`src/rtl/ramp_adc_ctrl.sv`:
```
module ramp_adc_ctrl #(
  parameter int WIDTH       = 8,
  parameter int SYNC_STAGES = 2
) (
  input  logic             clk,
  input  logic             rst_n,
  input  logic             start,
  input  logic             cmp_in,
  output logic [WIDTH-1:0] dac_code,
  output logic [WIDTH-1:0] result,
  output logic             busy,
  output logic             done
);
  localparam logic [WIDTH-1:0] FULL = '1;
  localparam int LAST = SYNC_STAGES - 1;

  logic [SYNC_STAGES-1:0] cmp_s;
  logic [SYNC_STAGES-1:0] tag_v;
  logic [WIDTH-1:0]       tag_c [SYNC_STAGES];
  logic [WIDTH-1:0]       cnt;

  wire launch = start & ~busy;
  wire finish = busy & tag_v[LAST] & (cmp_s[LAST] | (tag_c[LAST] == FULL));

  // comparator synchronizer with a parallel chain of code tags
  always_ff @(posedge clk or negedge rst_n) begin
    if (!rst_n) begin
      cmp_s <= '0;
      tag_v <= '0;
      for (int i = 0; i < SYNC_STAGES; i++) tag_c[i] <= '0;
    end else begin
      cmp_s    <= {cmp_s[SYNC_STAGES-2:0], cmp_in};
      tag_v    <= launch ? '0 : {tag_v[SYNC_STAGES-2:0], busy};
      tag_c[0] <= cnt;
      for (int i = 1; i < SYNC_STAGES; i++) tag_c[i] <= tag_c[i-1];
    end
  end

  always_ff @(posedge clk or negedge rst_n) begin
    if (!rst_n) begin
      cnt    <= '0;
      busy   <= 1'b0;
      result <= '0;
      done   <= 1'b0;
    end else begin
      done <= finish;
      if (launch) begin
        cnt  <= '0;
        busy <= 1'b1;
      end else if (finish) begin
        busy   <= 1'b0;
        result <= tag_c[LAST];
      end else if (busy && cnt != FULL) begin
        cnt <= cnt + 1'b1;
      end
    end
  end

  assign dac_code = cnt;

  p_start_clear_r2: assert property (@(posedge clk) disable iff (!rst_n)
    (start && !busy) |=> (busy && cnt == '0));

  p_count_step_r3: assert property (@(posedge clk) disable iff (!rst_n)
    (busy && $past(busy) && $past(cnt) != FULL) |-> (cnt == $past(cnt) + 1'b1));

  p_done_pulse_r6: assert property (@(posedge clk) disable iff (!rst_n)
    done |=> !done);

  p_done_with_fall_r6: assert property (@(posedge clk) disable iff (!rst_n)
    $fell(busy) |-> done);

  p_result_hold_r8: assert property (@(posedge clk) disable iff (!rst_n)
    !done |-> $stable(result));

  p_idle_quiet_r10: assert property (@(posedge clk) disable iff (!rst_n)
    (!busy && $past(!busy)) |-> ($stable(cnt) && !done));
endmodule

```
`config.mk`:
```
export PLATFORM = sky130hd
export DESIGN_NAME = ramp_adc_ctrl
export DESIGN_NICKNAME = d
export VERILOG_FILES = /design/src/rtl/ramp_adc_ctrl.sv
export SDC_FILE = /design/constraint.sdc
export NUM_CORES = 1
export LEC_CHECK = 0
export BUFFER_PORTS_ARGS = -buffer_cell sky130_fd_sc_hd__buf_2
export CAP_MARGIN = 5
export CORE_ASPECT_RATIO = 1.75
export CORE_MARGIN = 10
export CORE_UTILIZATION = 54
export CTS_BUF_LIST = sky130_fd_sc_hd__clkbuf_16
export CTS_CLUSTER_SIZE = 12
export DETAILED_ROUTE_END_ITERATION = 7
export PLACE_DENSITY = 0.76
export RECOVER_POWER = 50
export SYNTH_ARGS = -nofsm -noshare
export SYNTH_HDL_FRONTEND = slang
export SYNTH_SLANG_ARGS = --single-unit
```
`constraint.sdc`:
```
create_clock -name clk -period 2.3 [get_ports clk]
set_clock_uncertainty 0.2 [all_clocks]
set_input_delay 0.46 -clock clk [delete_from_list [all_inputs] [get_ports clk]]
set_output_delay 0.46 -clock clk [all_outputs]
set_load 0.01 [all_outputs]
```
Word level (Yosys, flattened, before mapping):

Cells that the tools add are included.

* register bits after elaboration: 38
* output and inout bits: 18
* word-level logic and storage cells: 29

* add/sub/neg operators: 1
* eq/ne operators: 3
* multiplexer cells: 6
* bitwise logic cells: 6
* reduce and logical (&&, ||, !) cells: 5

Operators with widths (number)
* 8-bit two-way mux: 3
* 8-bit by 1-bit adder with 8-bit output (second input constant): 1
* 8-bit == test (second input constant): 1
* 8-bit inequality test (second input constant): 1
* 2-bit AND reduction: 2
* 2-bit nonzero test: 2
* 1-bit bitwise AND: 3
* 1-bit two-way mux: 2
* 2-bit two-way mux: 1
* 2-bit inequality test (second input constant): 1
* 1-bit NOT: 2
* 1-bit logical AND: 1
* 1-bit OR: 1

Depth between registers and ports, before layout:

* depth in word-level cells: 5
* gate-level depth with buffers: 6
* gate-level depth less buffers: 5

Worst setup path after synthesis:

OpenSTA, ideal clock, no wires.

* path kind: register to register
* from: register cnt[0] (netlist: dac_code[0])
* to: register cnt[2] (netlist: dac_code[2])
* library setup time: 0.092 ns
* arrival time: 1.481 ns
* required time: 2.008 ns
* path slack: 0.527 ns
* cell stages (with the launch flop): 7
* path buffers: 1
* period minus slack after synthesis: 1.773 ns
* cell sequence: dfrtp_1 > ha_1 > nand4_1 > o22ai_2 > or2_1 > buf_6 > o31ai_2

* word-level cells in the longest chain between the ends: 4
* elaborated cells on any way between the ends: 8
* those cells by class: 1 x add/sub; 1 x eq/ne; 3 x mux; 3 x reduce/logical

RTL lines
* start: declaration: line 20 `logic [WIDTH-1:0] cnt;`
* start signal: assignment: line 54 `cnt <= cnt + 1'b1;`
* 8-bit by 1-bit adder with 8-bit output / 8-bit inequality test (equally long branches): line 54, 53
* 8-bit two-way mux / 1-bit logical AND (equally long branches): line 53 `end else if (busy && cnt != FULL) begin`
* 8-bit two-way mux / 2-bit nonzero test (equally long branches)
* 8-bit two-way mux / 2-bit AND reduction (equally long branches)

Several ways; a longest one is shown, not always the timed one. The select of a mux whose other input is x is not followed.
A chain may end at the register's enable or synchronous reset.

Final worst setup path:

* from: register cnt[0] (netlist: dac_code[0])
* to: register cnt[1] (netlist: dac_code[1])

The elaborated chain is that of the path after synthesis.

==> flow_summary.ini <==
[die]
chipHeight_um = 88.73
die-area_um2 = 5259
fp.dieW_um = 59.28
rows = 24
initial_core_util = 0.5711
ios = 22
core-area_um2 = 2552

[global_routing]
grt_pass1_vias = 983
grt_max_degree = 39
grt_first_pass_wirelength_mm = 4.554
antenna_found_initial = 0
overflow = 0
track_usage = 0.1175

[clocking]
htreeDepth = 2
numCtsBuffers = 5
cts_hold_buffers = 0
clk_path_buf_depth = 2
clkSlewWorstSetupHoldPaths_ps = 50
cts_sinks = 38
cts_tree = done
cts_resized = 0
cts_setup_buffers = 0
cts_root_buffer = clkbuf_16
clock_latency_ps = 280

[final_layout]
area_growth_pct = 20.17
num-fill-cells = 175
final_area_um2 = 1752
drive_gt1_frac = 0.3701
fin_util = 0.6863
n_antenna_cell = 0
fin_cells = 153
nets = 131

[worst_setup_path]
arrival_ps = 1870
ff2ff_setup_slack_ps = 380
endpoint_kind = register
path_class = register to register
start_kind = register
crit_fanout = 8
required_ps = 2250

[logic_synthesis]
ys_seq_elements = 38
synthMuxAreaShare = 0.06180
synthCells = 102
netlist.area_leader.share = 0.6524
synth_cell_type_count = 33
synth.largest_area_cell = dfrtp_1
ys_warn_count = 0
synth_edf_count = 0
synth_simple_gate_area_frac = 0.1124
synth_ff_type = dfrtp_1
async_flop_share = 1.000
mappedNetlistNets = 107
ys_top_cells_by_count = dfrtp_1 (38), mux2_2 (8), o31ai_1 (7), nor2_1 (4), o31ai_2 (4)
synth_compound_area_frac = 0.1322
synth_top_family_by_area = compound AO/OA/AOI/OAI gates
synth-xor-area-share = 0
synth.avg_cell_area_um2 = 14.29
synth-adder-area-share = 0.008584
seq_area_frac_synth = 0.6524
netlist_area_um2 = 1458
yosysMostFrequentCell = dfrtp_1
netlist_top_cells_area = dfrtp_1 (65%), mux2_2 (6.2%), o31ai_1 (3.6%)

[routing]
wl_per_cell_um = 17.25
vias = 885
drt-vias-per-instance = 5.784
drt-initial-drc-count = 5
finalWirelength_mm = 2.639
final_antenna_net_count = 0
drc = 0
first_pass_iters = 4

[place]
dp_hpwl_mm = 1.849
place_area_um2 = 1563
routabilityCongestion = 0.8520
pre_cts_ws_ps = 402.3
port-buffer-count = 21
dp_cells = 145

[power_and_ir_drop]
power_density_nw_per_um2 = 1284
vdd_drop_max_v = 0.0009565
p_leak_uw = 0.0008755

[timing]
timing_hold_violations_final = 0
setup-violations-final = 0
worst_pin_slew_ps = 893.3
maxSlewHeadroom = 0.4045
fin_crit_ps = 1919
rsz0062_at_grt = false
fmax_mhz = 521.1
layout_setup_ws_ps = 380.9
fin_crit_sh = 0.8344
drv_slew = 0
tns_ps = 0

[run]
maxCapViolations = 0

[hold_path]
worstHoldPathType = input pin to register

[outcome]
status = completed
through the flow:
step / power, uW / hold slack (ps)
CTS: 2288 / 80.50
floorplan: 1261 / -35.59
finish: 2249 / 89.25
global placement: 1390 / 132.5
detailed placement: 1411 / 134.7
global route: 2381 / 79.82
flip-flops by register name, indices dropped and copies added, names as in the netlist:
register  count
tag_v         2
done          1
result        8
cmp_s         2
tag_c        16
dac_code      8
busy          1
layout by cell type, fill, tap and decap left out, drive strengths merged, types with 2 or more instances in the layout:
cell    instances
and4            3
buf            21
dfrtp          38
inv             2
nor2            4
bufinv          2
clkbuf          6
o31ai          11
nor3b           2
nand4           2
o21ai           4
mux2            8
or2             2
nand2b          3
a21oi           3
cell type report:
cell class | count | area, um2 | area share
flip-flops and latches | 38 | 950.9 | 0.5429
multi-input cells | 57 | 459.2 | 0.2621
clock buffers | 5 | 125.1 | 0.07143
repair buffers | 22 | 112.6 | 0.06429
clock inverters | 3 | 63.81 | 0.03643
well taps | 26 | 32.53 | 0.01857
inverters | 2 | 7.507 | 0.004286
where the power goes:
group,switching (uW),total [uW],leakage [uW],internal [uW]
combinational,252,449,0.000282,196
sequential,116,941,0.000502,825
clock,243,859,0.0000915,616
total,611,2250,0.000876,1640
cells by family (layout without fill, tap and decap cells):
logic type                 count (synthesis)  in the layout
DFF                                       38             38
AOI/OAI and AO/OA                         24             24
and+or+nand+nor                           24             24
muxes                                      8              8
buffers and inverters                      7             32
adders and majority gates                  1              1
per-layer routing:
layer | share of wire | global-route usage | vias up
li1 | - | - | 419
met3 | 0.081 | 0.05452 | 4
met5 | 0 | 0 | -
met2 | 0.52 | 0.1823 | 26
met4 | 0.023 | 0.09434 | 0
met1 | 0.38 | 0.1158 | 436
final timing paths:
| check | start | end | cells past startpoint |
|---|---|---|---|
| hold reg to reg | tag_c[11] | tag_c[3] | 0 |
| min in group asynchronous | rst_n | result[3] | 1 |
| setup reg to reg | dac_code[0] | dac_code[1] | 5 |
| hold / removal | cmp_in | cmp_s[0] | 1 |
| setup / recovery | dac_code[0] | dac_code[1] | 5 |
| max in group asynchronous | rst_n | tag_v[0] | 1 |
worst max-delay path, stage by stage, from the launching register on:
cell	delay (ps)
dfrtp_1	460
ha_1	240
nand4_1	120
o22ai_2	330
or2_1	330
o21ai_1	110
Power figures use the tool's default switching activity.
